==> src/rtl/dmaseq_pkg.sv <==
package dmaseq_pkg;
  localparam int GAP_W = 4;

  typedef enum logic [2:0] {
    S_IDLE,
    S_RD,
    S_RD_GAP,
    S_WR,
    S_WR_GAP
  } seq_state_e;

  localparam logic [1:0] LINK_NONE  = 2'd0;
  localparam logic [1:0] LINK_MINOR = 2'd1;
  localparam logic [1:0] LINK_MAJOR = 2'd2;

  // idle cycles inserted after every access for a gap code
  function automatic logic [GAP_W-1:0] gap_cycles(input logic [1:0] code);
    case (code)
      2'd2:    return GAP_W'(4);
      2'd3:    return GAP_W'(8);
      default: return '0;
    endcase
  endfunction
endpackage

==> src/rtl/dma_beat_engine.sv <==
module dma_beat_engine
  import dmaseq_pkg::*;
#(
  parameter int NB_W       = 16,
  parameter int BEAT_BYTES = 4
) (
  input  logic            clk,
  input  logic            rst_n,
  input  logic            start,
  input  logic            again,
  input  logic [NB_W-1:0] nbytes,
  input  logic [1:0]      bwc,
  output logic            rd_valid,
  input  logic            rd_ready,
  output logic            wr_valid,
  input  logic            wr_ready,
  output logic            busy,
  output logic            minor_end
);
  localparam int SHIFT = $clog2(BEAT_BYTES);

  seq_state_e          state_q;
  logic [NB_W-1:0]     beats_left_q;
  logic [GAP_W-1:0]    gap_q;
  logic [NB_W-1:0]     beat_raw, beat_total;
  logic [GAP_W-1:0]    gap_len;
  logic                last_beat, wr_done_nogap, gap_end;

  assign beat_raw   = nbytes >> SHIFT;
  assign beat_total = (beat_raw == '0) ? NB_W'(1) : beat_raw;
  assign gap_len    = gap_cycles(bwc);
  assign last_beat  = (beats_left_q == NB_W'(1));

  assign rd_valid = (state_q == S_RD);
  assign wr_valid = (state_q == S_WR);
  assign busy     = (state_q != S_IDLE);

  assign wr_done_nogap = (state_q == S_WR) && wr_ready && (gap_len == '0);
  assign gap_end       = (state_q == S_WR_GAP) && (gap_q == GAP_W'(1));
  assign minor_end     = (wr_done_nogap || gap_end) && last_beat;

  always_ff @(posedge clk or negedge rst_n) begin
    if (!rst_n) begin
      state_q      <= S_IDLE;
      beats_left_q <= '0;
      gap_q        <= '0;
    end else begin
      case (state_q)
        S_IDLE: if (start) begin
          state_q      <= S_RD;
          beats_left_q <= beat_total;
        end
        S_RD: if (rd_ready) begin
          if (gap_len != '0) begin
            state_q <= S_RD_GAP;
            gap_q   <= gap_len;
          end else begin
            state_q <= S_WR;
          end
        end
        S_RD_GAP: begin
          gap_q <= gap_q - GAP_W'(1);
          if (gap_q == GAP_W'(1)) state_q <= S_WR;
        end
        S_WR: if (wr_ready) begin
          if (gap_len != '0) begin
            state_q <= S_WR_GAP;
            gap_q   <= gap_len;
          end else if (last_beat) begin
            state_q      <= again ? S_RD : S_IDLE;
            beats_left_q <= beat_total;
          end else begin
            state_q      <= S_RD;
            beats_left_q <= beats_left_q - NB_W'(1);
          end
        end
        S_WR_GAP: begin
          gap_q <= gap_q - GAP_W'(1);
          if (gap_q == GAP_W'(1)) begin
            if (last_beat) begin
              state_q      <= again ? S_RD : S_IDLE;
              beats_left_q <= beat_total;
            end else begin
              state_q      <= S_RD;
              beats_left_q <= beats_left_q - NB_W'(1);
            end
          end
        end
        default: state_q <= S_IDLE;
      endcase
    end
  end

  assert_hold_rd_R2: assert property (@(posedge clk) disable iff (!rst_n)
    rd_valid && !rd_ready |=> rd_valid);
  assert_hold_wr_R2: assert property (@(posedge clk) disable iff (!rst_n)
    wr_valid && !wr_ready |=> wr_valid);
  assert_write_follows_read_R8: assert property (@(posedge clk) disable iff (!rst_n)
    !wr_valid ##1 wr_valid |-> $past(state_q == S_RD_GAP || (rd_valid && rd_ready)));
endmodule

==> src/rtl/dma_iter_ctr.sv <==
module dma_iter_ctr
  import dmaseq_pkg::*;
#(
  parameter int CNT_W  = 16,
  parameter int CH_W   = 4,
  parameter int OWN_CH = 3
) (
  input  logic             clk,
  input  logic             rst_n,
  input  logic             load,
  input  logic [CNT_W-1:0] biter,
  input  logic             minor_end,
  input  logic             major_irq_en,
  input  logic             half_irq_en,
  input  logic [1:0]       link_mode,
  input  logic [CH_W-1:0]  link_ch,
  input  logic             cont_link,
  input  logic             done_clr,
  output logic [CNT_W-1:0] citer,
  output logic             done,
  output logic             irq_major,
  output logic             irq_half,
  output logic             link_start,
  output logic [CH_W-1:0]  link_ch_out,
  output logic             major_end,
  output logic             again
);
  logic [CNT_W-1:0] citer_q, citer_dec, half_pt;
  logic             exhaust, link_fire;

  assign exhaust   = (citer_q <= CNT_W'(1));
  assign citer_dec = citer_q - CNT_W'(1);
  assign half_pt   = biter >> 1;
  assign major_end = minor_end && exhaust;
  assign again     = cont_link && (link_mode == LINK_MINOR) &&
                     (link_ch == CH_W'(OWN_CH)) && !exhaust;
  assign link_fire = minor_end && ((link_mode == LINK_MINOR) ||
                                   ((link_mode == LINK_MAJOR) && exhaust));
  assign citer = citer_q;

  always_ff @(posedge clk or negedge rst_n) begin
    if (!rst_n) begin
      citer_q     <= '0;
      done        <= 1'b0;
      irq_major   <= 1'b0;
      irq_half    <= 1'b0;
      link_start  <= 1'b0;
      link_ch_out <= '0;
    end else begin
      if (load)           citer_q <= biter;
      else if (minor_end) citer_q <= exhaust ? biter : citer_dec;

      if (major_end)     done <= 1'b1;
      else if (done_clr) done <= 1'b0;

      irq_major  <= major_end && major_irq_en;
      irq_half   <= minor_end && !exhaust && half_irq_en &&
                    (half_pt != '0) && (citer_dec == half_pt);
      link_start <= link_fire;
      if (link_fire) link_ch_out <= link_ch;
    end
  end

  assert_count_down_R4: assert property (@(posedge clk) disable iff (!rst_n)
    minor_end && !load && citer_q > CNT_W'(1) |=> citer_q == $past(citer_q) - CNT_W'(1));
  assert_reload_R5: assert property (@(posedge clk) disable iff (!rst_n)
    major_end && !load |=> citer_q == $past(biter) && done);
  assert_done_sticky_R5: assert property (@(posedge clk) disable iff (!rst_n)
    done && !done_clr |=> done);
endmodule

==> src/rtl/dma_req_ctl.sv <==
module dma_req_ctl (
  input  logic clk,
  input  logic rst_n,
  input  logic sw_start,
  input  logic hw_req,
  input  logic erq_set,
  input  logic erq_clr,
  input  logic auto_stop,
  input  logic major_end,
  input  logic err_in,
  input  logic halt_on_err,
  input  logic halt_clr,
  input  logic idle,
  output logic req_en,
  output logic halted,
  output logic start_go
);
  assign start_go = idle && !halted && (sw_start || (hw_req && req_en));

  always_ff @(posedge clk or negedge rst_n) begin
    if (!rst_n) begin
      req_en <= 1'b0;
      halted <= 1'b0;
    end else begin
      if ((major_end && auto_stop) || erq_clr) req_en <= 1'b0;
      else if (erq_set)                        req_en <= 1'b1;

      if (err_in && halt_on_err) halted <= 1'b1;
      else if (halt_clr)         halted <= 1'b0;
    end
  end

  assert_autostop_R9: assert property (@(posedge clk) disable iff (!rst_n)
    major_end && auto_stop |=> !req_en);
  assert_halt_set_R11: assert property (@(posedge clk) disable iff (!rst_n)
    err_in && halt_on_err |=> halted);
endmodule

==> src/rtl/dma_loop_seq.sv <==
module dma_loop_seq
  import dmaseq_pkg::*;
#(
  parameter int NB_W       = 16,
  parameter int CNT_W      = 16,
  parameter int CH_W       = 4,
  parameter int OWN_CH     = 3,
  parameter int BEAT_BYTES = 4
) (
  input  logic             clk,
  input  logic             rst_n,
  input  logic [NB_W-1:0]  cfg_nbytes,
  input  logic [CNT_W-1:0] cfg_biter,
  input  logic [1:0]       cfg_bwc,
  input  logic [1:0]       cfg_link_mode,
  input  logic [CH_W-1:0]  cfg_link_ch,
  input  logic             cfg_cont_link,
  input  logic             cfg_auto_stop,
  input  logic             cfg_major_irq_en,
  input  logic             cfg_half_irq_en,
  input  logic             cfg_halt_on_err,
  input  logic             iter_load,
  input  logic             sw_start,
  input  logic             hw_req,
  input  logic             erq_set,
  input  logic             erq_clr,
  input  logic             done_clr,
  input  logic             halt_clr,
  input  logic             err_in,
  output logic             rd_valid,
  input  logic             rd_ready,
  output logic             wr_valid,
  input  logic             wr_ready,
  output logic             busy,
  output logic             req_en,
  output logic             halted,
  output logic [CNT_W-1:0] citer,
  output logic             done,
  output logic             irq_major,
  output logic             irq_half,
  output logic             link_start,
  output logic [CH_W-1:0]  link_ch_out
);
  logic start_go, minor_end, major_end, again;

  dma_req_ctl u_ctl (
    .clk(clk), .rst_n(rst_n), .sw_start(sw_start), .hw_req(hw_req),
    .erq_set(erq_set), .erq_clr(erq_clr), .auto_stop(cfg_auto_stop),
    .major_end(major_end), .err_in(err_in), .halt_on_err(cfg_halt_on_err),
    .halt_clr(halt_clr), .idle(!busy), .req_en(req_en), .halted(halted),
    .start_go(start_go)
  );

  dma_beat_engine #(.NB_W(NB_W), .BEAT_BYTES(BEAT_BYTES)) u_engine (
    .clk(clk), .rst_n(rst_n), .start(start_go), .again(again),
    .nbytes(cfg_nbytes), .bwc(cfg_bwc), .rd_valid(rd_valid),
    .rd_ready(rd_ready), .wr_valid(wr_valid), .wr_ready(wr_ready),
    .busy(busy), .minor_end(minor_end)
  );

  dma_iter_ctr #(.CNT_W(CNT_W), .CH_W(CH_W), .OWN_CH(OWN_CH)) u_iter (
    .clk(clk), .rst_n(rst_n), .load(iter_load), .biter(cfg_biter),
    .minor_end(minor_end), .major_irq_en(cfg_major_irq_en),
    .half_irq_en(cfg_half_irq_en), .link_mode(cfg_link_mode),
    .link_ch(cfg_link_ch), .cont_link(cfg_cont_link), .done_clr(done_clr),
    .citer(citer), .done(done), .irq_major(irq_major), .irq_half(irq_half),
    .link_start(link_start), .link_ch_out(link_ch_out),
    .major_end(major_end), .again(again)
  );

  assert_halt_blocks_R11: assert property (@(posedge clk) disable iff (!rst_n)
    halted && !busy |=> !busy);
  assert_one_beat_R3: assert property (@(posedge clk) disable iff (!rst_n)
    $onehot0({rd_valid, wr_valid}));
endmodule

==> config.mk <==
export PLATFORM = sky130hd
export DESIGN_NAME = dma_loop_seq
export DESIGN_NICKNAME = d
export VERILOG_FILES = /design/src/rtl/dmaseq_pkg.sv /design/src/rtl/dma_beat_engine.sv /design/src/rtl/dma_iter_ctr.sv /design/src/rtl/dma_req_ctl.sv /design/src/rtl/dma_loop_seq.sv
export SDC_FILE = /design/constraint.sdc
export NUM_CORES = 1
export LEC_CHECK = 0
export CAP_MARGIN = 25
export CORE_MARGIN = 1.5
export CORE_UTILIZATION = 58
export CTS_CLUSTER_SIZE = 10
export DETAILED_ROUTE_END_ITERATION = 7
export DONT_BUFFER_PORTS = 1
export PLACE_DENSITY = 0.87
export SLEW_MARGIN = 20
export SYNTH_ARGS = -nofsm -noshare
export SYNTH_HDL_FRONTEND = slang
export SYNTH_SLANG_ARGS = --single-unit
==> constraint.sdc <==
create_clock -name clk -period 2.15 [get_ports clk]
set_input_delay 0.215 -clock clk [delete_from_list [all_inputs] [get_ports clk]]
set_output_delay 0.215 -clock clk [all_outputs]
set_load 0.02 [all_outputs]
==> results_dict.tcl <==
set metrics [dict create \
    post-place-cells 515 \
    status "complete, but fails checks" \
    cts_max_level 2 \
    clock.fmax_ghz 0.462 \
    instances_no_fill 536 \
    start_util_pct 60.8 \
    setup.worst_path.end_class "flop" \
    cp_data_required_time_ps 2360 \
    internal_power_mw 2.27 \
    worstRegToRegCells 6 \
    firstDrtPassIters 5 \
    die_w_um 79.4 \
    cts-root-buf "clkbuf_8" \
    synthTopCellsByCount "o21ai_0 (50), dfrtp_1 (49), nand2_1 (41)" \
    gp_congestion 0.897 \
    routed_wl_mm 9.72 \
    n_antenna_cell 0 \
    ir_drop_mv 0.556 \
    syn-cell-area_um2 3390 \
    chipHeight_um 79.4 \
    maxCapViolCount 0 \
    wl_per_cell_um 18.1 \
    final_layout_size_suffix_gt1_share_pct 24.6 \
    seqPwrFrac_pct 36.4 \
    cts_tree "done" \
    cts_buffers 5 \
    maxSlewViolCount 0 \
    cts.sinks 49 \
    holdPathStages 1 \
    postSynth.asyncResetShare_pct 100 \
    powerDensity_nw_per_um2 970 \
    yosys_warnings 0 \
    worst_skew_pair.late_latency_ps 310 \
    start_kind "flop" \
    r2r_end "u_iter.irq_half" \
    slew_headroom_pct 68.9 \
    holdCritPathClass "in -> reg" \
    power_frac_comb_pct 49.9 \
    fin_crit_ps 2160 \
    synth-seq-cells 49 \
    route.antenna.remaining_nets 0 \
    p_leak_nw 1.72 \
    grt_pass1_vias 3362 \
    coreArea_um2 5570 \
    cts.clk_slew.worst_paths_ps 100 \
    synth_area_leaders "dfrtp_1 (36%), o21ai_0 (7.4%), a21oi_1 (4.6%)" \
    antenna_found_initial 0 \
    fill_cells 403 \
    worst_pin_slew_ps 465 \
    setup_viol 1 \
    dieArea_um2 6310 \
    synth.most_common_cell "o21ai_0" \
    avgSynthCellArea_um2 8.23 \
    fin_skew_ps 7.38 \
    cp_max_fo 4 \
    setup_ws_ps -13.4 \
    failed_checks "setup timing" \
    drc 0 \
    arrival_ps 2370 \
    crit_type "reg -> reg" \
    post_drt_via_cell_ratio 6.43 \
    drt_iter0_markers 430 \
    track_usage_pct 30.2 \
    switchingPower_mw 1.79 \
    min_from "halt_clr" \
    synth_nets 475 \
    synth_cells 412 \
    layout.nets 526 \
    r2r-start "u_iter.citer[0]" \
    tns_ps -13.4 \
    ys_types 62 \
    hold_viol_final 0 \
    area_delta_synth_final_pct 23.5 \
    yosysSeqAreaShare_pct 36.2 \
    p_sw_share_pct 44.1 \
    synth-edff-count 0 \
    grt_pass1_wl_mm 15.0 \
    dp_hpwl_mm 6.88 \
    rsz0062_at_grt "true" \
    r2r_slack_ps -10 \
    overflow 0 \
    vias 3448 \
    rows 27 \
    ioPinCount 86 \
    synth_ff_type "dfrtp_1" \
    synth_top_area_share_pct 36.2 \
    whs_endpoint "u_ctl.halted" \
    yosys.area.top_type "dfrtp_1" \
    cts_max_path_buffers 2 \
    grt_max_degree 50 \
    port_buffers 0 \
    period_share_pct 101 \
    p_clk_share_pct 13.7 \
]
==> worst max-delay path: stages, from the launching register on <==
cell and delay [ps]:
dfrtp_2 440, or3_4 410, or3_4 370, xnor2_2 160, nand3_1 120, a211o_1 280
a2111oi_4 270
==> power groups by stage <==
stage                     registers (mW)  logic, mW  clock network [mW]
after floorplan                     1.43       1.22                   0
after global placement              1.43       1.71                   0
after detailed placement            1.45       1.80                   0
after CTS                           1.43       1.85               0.550
after global routing                1.52       2.21               0.591
final                               1.48       2.03               0.554
==> flip-flops by register name, indices dropped and copies added, names as in the netlist, 3 cells and up <==
| register | count |
|---|---|
| u_iter.citer | 16 |
| u_engine.gap_q | 4 |
| u_engine.beats_left_q | 16 |
| u_engine.state_q | 3 |
| u_iter.link_ch_out | 4 |
==> worst max path at each step <==
stage / startpoint / endpoint / slack (ps) / cells after the start
final: u_iter.citer[0] / u_iter.irq_half / -10 / 6
after global routing: u_iter.citer[1] / u_iter.irq_half / -120 / 8
after CTS: u_iter.citer[2] / u_iter.link_ch_out[3] / 0.2 / 6
after detailed placement: u_iter.citer[0] / u_iter.irq_half / -100 / 6
after global placement: u_iter.citer[0] / u_iter.irq_half / 8 / 6
after floorplan: u_iter.citer[2] / u_iter.link_ch_out[0] / 8 / 7
==> layout make-up <==
class,count,area [um2],share of cell area [%]
clock buffers,5,68.8,1.64
repair buffers,66,566,13.5
multi-input cells,323,2140,51.2
clock inverters,3,17.5,0.419
flip-flops and latches,49,1230,29.5
well taps,72,90.1,2.15
inverters,18,67.6,1.61
==> timing repair <==
action / 4_1_cts / 5_1_grt
pin swaps: 6 / 5
hold endpoints to repair: 50 / 0
setup buffers: 2 / 6
endpoints found under the setup margin: 15 / 27
cloned: 0 / 1
gates resized for setup: 5 / 22
hold buffers: 4 / 0
==> metrics by stage <==
step	util [%]	cell area, um2	setup slack, ps	hold WS [ps]	total power [mW]
finish	75.1	4190	-13.4	2.15	4.06
global route	75.1	4190	-121	10.4	4.32
CTS	72.1	4020	0.227	0.336	3.83
detailed placement	68.8	3830	-101	-79.4	3.25
global placement	68.8	3830	7.96	-79.3	3.14
floorplan	-	3410	8.19	-80.6	2.65
==> placed cells by master, fill, tap and decap left out, types with 3 or more instances in the layout <==
cell type,Yosys,final
a21oi_1,31,31
dlygate4sd3_1,0,3
nand2b_1,3,3
inv_1,18,17
dfrtp_1,49,43
o21ai_0,50,47
nand4_1,7,7
a22oi_1,3,3
mux2_2,5,5
nor4_2,0,5
nand3_1,8,8
buf_4,1,59
nor3_1,19,16
o21ai_1,0,3
o22ai_1,6,6
a31oi_1,5,5
xnor2_1,16,15
xor2_1,8,8
nand2_1,41,39
o211ai_1,3,3
nor3b_1,6,5
clkbuf_8,0,5
nor4_1,16,11
dfrtp_2,0,6
o22a_1,4,4
o31a_1,4,4
nor2_1,31,28
ha_1,6,6
==> per-layer routing <==
layer | part of all wire (%) | global-route usage [%]
met2 | 51 | 51.4
met3 | 7.9 | 8.57
met1 | 40 | 36.3
met5 | 0 | 0
met4 | 1.7 | 10.9
==> cell families after synthesis <==
group,after synthesis,share of synthesized area (%)
and+or+nand+nor,153,24.1
AOI/OAI and AO/OA,133,24.4
DFF,49,36.2
buffers and inverters,40,4.72
xor gates and xnor gates,24,6.20
muxes,7,2.25
adders and majority gates,6,2.21
No activity file was read; power rests on OpenSTA's default activity.
